## config.mk

```make
export PLATFORM = sky130hd
export DESIGN_NAME = frac_baud_gen
export DESIGN_NICKNAME = d
export VERILOG_FILES = /design/src/rtl/frac_brg_pkg.sv /design/src/rtl/brg_prescaler.sv /design/src/rtl/brg_frac_divider.sv /design/src/rtl/brg_bit_divider.sv /design/src/rtl/frac_baud_gen.sv
export SDC_FILE = /design/constraint.sdc
export NUM_CORES = 1
export LEC_CHECK = 0
export CAP_MARGIN = 10
export CORE_MARGIN = 3
export CORE_UTILIZATION = 47
export CTS_BUF_LIST = sky130_fd_sc_hd__clkbuf_8 sky130_fd_sc_hd__clkbuf_16
export DETAILED_ROUTE_END_ITERATION = 10
export DONT_BUFFER_PORTS = 1
export PLACE_DENSITY = 0.7
export SYNTH_ARGS = -nofsm -noshare
export SYNTH_HDL_FRONTEND = slang
export SYNTH_SLANG_ARGS = --single-unit
```

## constraint.sdc

```tcl
create_clock -name clk -period 2.6 [get_ports clk]
set_input_delay 0.52 -clock clk [delete_from_list [all_inputs] [get_ports clk]]
set_output_delay 0.52 -clock clk [all_outputs]
set_load 0.01 [all_outputs]
```

## src/rtl/frac_brg_pkg.sv

```systemverilog
package frac_brg_pkg;

    typedef enum logic [1:0] {
        OVS_16X   = 2'b00,
        OVS_8X    = 2'b01,
        OVS_4X    = 2'b10,
        OVS_4X_B  = 2'b11
    } ovs_mode_e;

    localparam int MAX_OVS = 16;
    localparam int OVS_W   = $clog2(MAX_OVS);

    function automatic logic [OVS_W-1:0] ovs_last(input ovs_mode_e m);
        case (m)
            OVS_16X: ovs_last = OVS_W'(15);
            OVS_8X:  ovs_last = OVS_W'(7);
            default: ovs_last = OVS_W'(3);
        endcase
    endfunction

endpackage

```

## src/rtl/brg_prescaler.sv

```systemverilog
module brg_prescaler #(
    parameter int DIV = 4
) (
    input  logic clk,
    input  logic rst_n,
    input  logic sel_i,
    output logic en_o
);
    localparam int PC_W = (DIV > 1) ? $clog2(DIV) : 1;

    typedef struct packed {
        logic [PC_W-1:0] pc;
    } pre_state_t;

    pre_state_t st_d, st_q;

    always_comb begin
        st_d = st_q;
        if (st_q.pc == PC_W'(DIV - 1)) begin
            st_d.pc = '0;
        end else begin
            st_d.pc = st_q.pc + PC_W'(1);
        end
        en_o = sel_i ? (st_q.pc == PC_W'(DIV - 1)) : 1'b1;
    end

    always_ff @(posedge clk or negedge rst_n) begin
        if (!rst_n) begin
            st_q <= '0;
        end else begin
            st_q <= st_d;
        end
    end
endmodule

```

## src/rtl/brg_frac_divider.sv

```systemverilog
module brg_frac_divider #(
    parameter int INT_W  = 16,
    parameter int FRAC_W = 4
) (
    input  logic              clk,
    input  logic              rst_n,
    input  logic              en_i,
    input  logic [INT_W-1:0]  div_int_i,
    input  logic [FRAC_W-1:0] div_frac_i,
    output logic              tick_o
);
    typedef struct packed {
        logic [INT_W-1:0]  cnt;
        logic [FRAC_W-1:0] acc;
        logic              tick;
    } div_state_t;

    div_state_t st_d, st_q;

    logic [INT_W-1:0]  int_eff;
    logic [FRAC_W:0]   acc_sum;

    always_comb begin
        st_d      = st_q;
        st_d.tick = 1'b0;
        int_eff   = (div_int_i == '0) ? INT_W'(1) : div_int_i;
        acc_sum   = {1'b0, st_q.acc} + {1'b0, div_frac_i};
        if (en_i) begin
            if (st_q.cnt == '0) begin
                st_d.tick = 1'b1;
                st_d.cnt  = int_eff - INT_W'(1) + INT_W'(acc_sum[FRAC_W]);
                st_d.acc  = acc_sum[FRAC_W-1:0];
            end else begin
                st_d.cnt  = st_q.cnt - INT_W'(1);
            end
        end
        tick_o = st_q.tick;
    end

    always_ff @(posedge clk or negedge rst_n) begin
        if (!rst_n) begin
            st_q <= '0;
        end else begin
            st_q <= st_d;
        end
    end
endmodule

```

## src/rtl/brg_bit_divider.sv

```systemverilog
module brg_bit_divider
    import frac_brg_pkg::*;
(
    input  logic      clk,
    input  logic      rst_n,
    input  logic      samp_tick_i,
    input  ovs_mode_e mode_i,
    output logic      bit_tick_o
);
    typedef struct packed {
        logic [OVS_W-1:0] cnt;
        logic             tick;
    } bit_state_t;

    bit_state_t st_d, st_q;

    always_comb begin
        st_d      = st_q;
        st_d.tick = 1'b0;
        if (samp_tick_i) begin
            if (st_q.cnt == '0) begin
                st_d.tick = 1'b1;
                st_d.cnt  = ovs_last(mode_i);
            end else begin
                st_d.cnt  = st_q.cnt - OVS_W'(1);
            end
        end
        bit_tick_o = st_q.tick;
    end

    always_ff @(posedge clk or negedge rst_n) begin
        if (!rst_n) begin
            st_q <= '0;
        end else begin
            st_q <= st_d;
        end
    end
endmodule

```

## src/rtl/frac_baud_gen.sv

```systemverilog
module frac_baud_gen
    import frac_brg_pkg::*;
#(
    parameter int BYTE_W  = 8,
    parameter int FRAC_W  = 4,
    parameter int PRE_DIV = 4
) (
    input  logic              clk,
    input  logic              rst_n,
    input  logic [BYTE_W-1:0] div_lo_i,
    input  logic [BYTE_W-1:0] div_hi_i,
    input  logic [BYTE_W-1:0] div_frac_i,
    input  logic              presc_sel_i,
    input  logic [1:0]        samp_mode_i,
    output logic              sample_tick_o,
    output logic              bit_tick_o
);
    localparam int INT_W = 2 * BYTE_W;
    localparam logic [BYTE_W-1:0] FRAC_MASK = BYTE_W'((1 << FRAC_W) - 1);

    logic              pre_en;
    logic [INT_W-1:0]  div_int;
    logic [FRAC_W-1:0] frac_eff;

    assign div_int  = {div_hi_i, div_lo_i};
    assign frac_eff = FRAC_W'(div_frac_i & FRAC_MASK);

    brg_prescaler #(.DIV(PRE_DIV)) u_pre (
        .clk   (clk),
        .rst_n (rst_n),
        .sel_i (presc_sel_i),
        .en_o  (pre_en)
    );

    brg_frac_divider #(.INT_W(INT_W), .FRAC_W(FRAC_W)) u_div (
        .clk        (clk),
        .rst_n      (rst_n),
        .en_i       (pre_en),
        .div_int_i  (div_int),
        .div_frac_i (frac_eff),
        .tick_o     (sample_tick_o)
    );

    brg_bit_divider u_bit (
        .clk         (clk),
        .rst_n       (rst_n),
        .samp_tick_i (sample_tick_o),
        .mode_i      (ovs_mode_e'(samp_mode_i)),
        .bit_tick_o  (bit_tick_o)
    );
endmodule

```

==> out/results.tsv <==
metric	value	unit
post-synthesis register bit count	28	
area grow syn2layout	14.5	%
post-route ant nets	0	
status	complete, no violations	
Synth warnings	0	
drt drc	0	
Final HPWL DP	3.48	mm
syn_nets	258	
nets	273	
EDFF count, synth	0	
global route overflow	0	
Leak	0.965	nW
Inserted Diodes	0	
Slew @ Worst Pin	0.674	ns
sw power	0.461	mW
site row count	23	
CTS Buf Count	3	
number of clock sinks	28	
Worst R2R End	u_div.st_q[15]	
Pins Over Slew Limit	0	
die footprint	0.00528	sq mm
final clock skew	0.00389	ns
vias after detailed routing	1746	
crit path capture type	register	
Hold Vio Cnt, Final	0	
Synth top area share	33.6	%
Die Height	72.7	um
switch share	33.8	%
final setup violation count	0	
maximum fanout along the worst path	4	
Syn Inst Count	218	
reg-to-reg slack, setup	0.09	ns
combinational power share	26.8	%
Max-cap violations	0	
GRT Util Overall	19.9	%
final period utilization	96.6	%
Initial DRT Pass Iterations	4	
Internal	0.904	mW
headroom to the max-slew limit	55.1	%
Placeable Area	0.00414	sq mm
CTS tree	built	
H-tree lvl count	1	
global-route wire length before repair	8.38	mm
vias per cell	6.19	
mapped cell area	0.00209	sq mm
WP data arrival	2.69	ns
crit path from	u_div.st_q[1]	
initial antenna violation count	0	
Finished Layout Cells	282	
Routed WL	4.66	mm
die width	72.7	um
fraction of registers with async set/reset	100	%
port bufs	0	
wire per inst	16.5	um
largest net degree at the start of global routing	29	
count of cell types in the netlist	56	
most frequent cell after synthesis	dfrtp_1	
Main synth FF type	dfrtp_1	
vias in the first global route	1811	
sequential power share	47.5	%
gp weighted congestion	0.811	
Clk network pwr share	25.7	%
Starting DRT DRC Count	131	
unrepaired setup endpoints after global routing	true	
clock buffer depth	2	
Hold Crit Class	primary input to asynchronous set/reset pin	
layout cells sized above 1	24.1	%
Clock Pin Slew Worst Setup and Hold Paths	0.10	ns
largest area contributor in the netlist	dfrtp_1	
Avg Inst Size Synth	9.58	sq um
Initial Util	50.4	%
Setup Crit Path Kind	register to register	
sequential area share after synthesis	33.6	%
crit start category	register	
r2r startpoint	u_div.st_q[1]	
Worst-Skew Late Latency	0.28	ns
I/O pin total	31	
Inst Count DP	274	
Final min period	2.51	ns
R2R depth	12	
Highest Clock Rate	398	MHz
TNS Setup	0	ns
dominant cells by area after synthesis	dfrtp_1 34%, ha_1 6.0%, nor3_1 3.8%	
power density over the cells	571	mW/mm^2
Max IR drop VDD	0.322	mV
CP required	2.78	ns
Commonest cells post-synth	28 x dfrtp_1, 16 x nor3_1, 14 x inv_1	
Root Buffer	clkbuf_8	
## cell type report
class / count / area [sq um]
clock inverter: 1 / 30.0
sequential: 28 / 701
timing repair buffer: 17 / 144
multi-input combinational: 169 / 1360
fill: 383 / 1750
tap: 50 / 62.6
clock buffer: 3 / 41.3
inverter: 14 / 52.6
## power groups by stage
stage | Clock, mW | Combinational, mW | Sequential (mW)
floorplan | 0 | 0.285 | 0.616
detailed placement | 0 | 0.344 | 0.652
finish | 0.351 | 0.366 | 0.648
CTS | 0.360 | 0.358 | 0.643
global route | 0.378 | 0.412 | 0.664
global placement | 0 | 0.338 | 0.650
## metrics by stage
step                instance area [sq um]  hold slack [ns]  setup slack, ns  util (%)  total power, mW
finish                               2390           0.0410           0.0891      57.7             1.37
global route                         2390           0.0320          -0.0771      57.7             1.45
CTS                                  2320           0.0443           0.0355      56.1             1.36
detailed placement                   2230            0.225          -0.0922      53.9            0.996
global placement                     2230            0.225          -0.0711      53.9            0.989
floorplan                            2120            0.224          -0.0181         -            0.901
## cells in the final DEF (no fill, tap or decap), types with 4 or more instances in the layout
| cell type | instances |
|---|---|
| dfrtp_1 | 28 |
| buf_4 | 15 |
| nor3_1 | 14 |
| inv_1 | 12 |
| nor2_1 | 12 |
| a21oi_1 | 8 |
| ha_1 | 7 |
| nor4_2 | 6 |
| nand2_1 | 6 |
| xnor2_1 | 6 |
| xor2_1 | 6 |
| and2_1 | 5 |
| a211oi_1 | 5 |
| nor4_1 | 4 |
| a21o_1 | 4 |
| mux2_2 | 4 |
| o21ai_0 | 4 |
| nand4_1 | 4 |
| nand3_1 | 4 |
## worst max-delay path, cell delays in order, from the launching register on
cell,delay [ns]
dfrtp_1,0.40
ha_2,0.19
inv_2,0.06
fa_2,0.21
inv_2,0.03
a21o_1,0.15
a21oi_2,0.11
ha_2,0.21
ha_4,0.14
nor3b_4,0.25
nand3_1,0.10
a221o_1,0.35
a22o_1,0.20
## worst max-delay path by stage
stage	to	slack, ns	depth (start not counted)
4_1_cts	u_div.st_q[17]	0.04	12
2_1_floorplan	u_div.st_q[15]	-0.02	12
5_1_grt	u_div.st_q[15]	-0.08	12
6_report	u_div.st_q[15]	0.09	12
3_5_place_dp	u_div.st_q[15]	-0.09	12
3_3_place_gp	u_div.st_q[15]	-0.07	12
## layer usage
| metal | wire [um] | vias to the layer above | GRT usage [%] |
|---|---|---|---|
| met5 | 0 | - | 0 |
| met4 | 65 | 0 | 5.74 |
| met3 | 229 | 6 | 2.34 |
| met2 | 2170 | 54 | 32.1 |
| met1 | 2190 | 835 | 28.0 |
| li1 | - | 851 | - |
## cell families (layout without fill, tap and decap cells)
kind of cell | Yosys count | in the layout | synth area share, %
AO/OA/AOI/OAI | 51 | 51 | 18.5
XOR/XNOR | 13 | 13 | 5.45
adder cells (fa/ha/maj) | 11 | 11 | 6.95
multiplexers | 6 | 6 | 3.12
AND/OR/NAND/NOR | 88 | 88 | 27.7
flip-flops | 28 | 28 | 33.6
buffers and inverters | 21 | 35 | 4.73
## what timing repair did
| item | CTS | global route |
|---|---|---|
| hold buffers | 1 | 0 |
| buffers inserted | 0 | 3 |
| setup endpoints to repair | 0 | 12 |
| gates resized for setup | 0 | 10 |
| endpoints found under the hold margin | 28 | 0 |
## sequential cells by signal, indices dropped and copies added, names as in the netlist
name and cells:
u_div.tick_o 1, u_bit.st_q 4, u_div.st_q 20, u_bit.bit_tick_o 1, u_pre.st_q 2
Note: power is estimated with default switching activity, not from simulation.
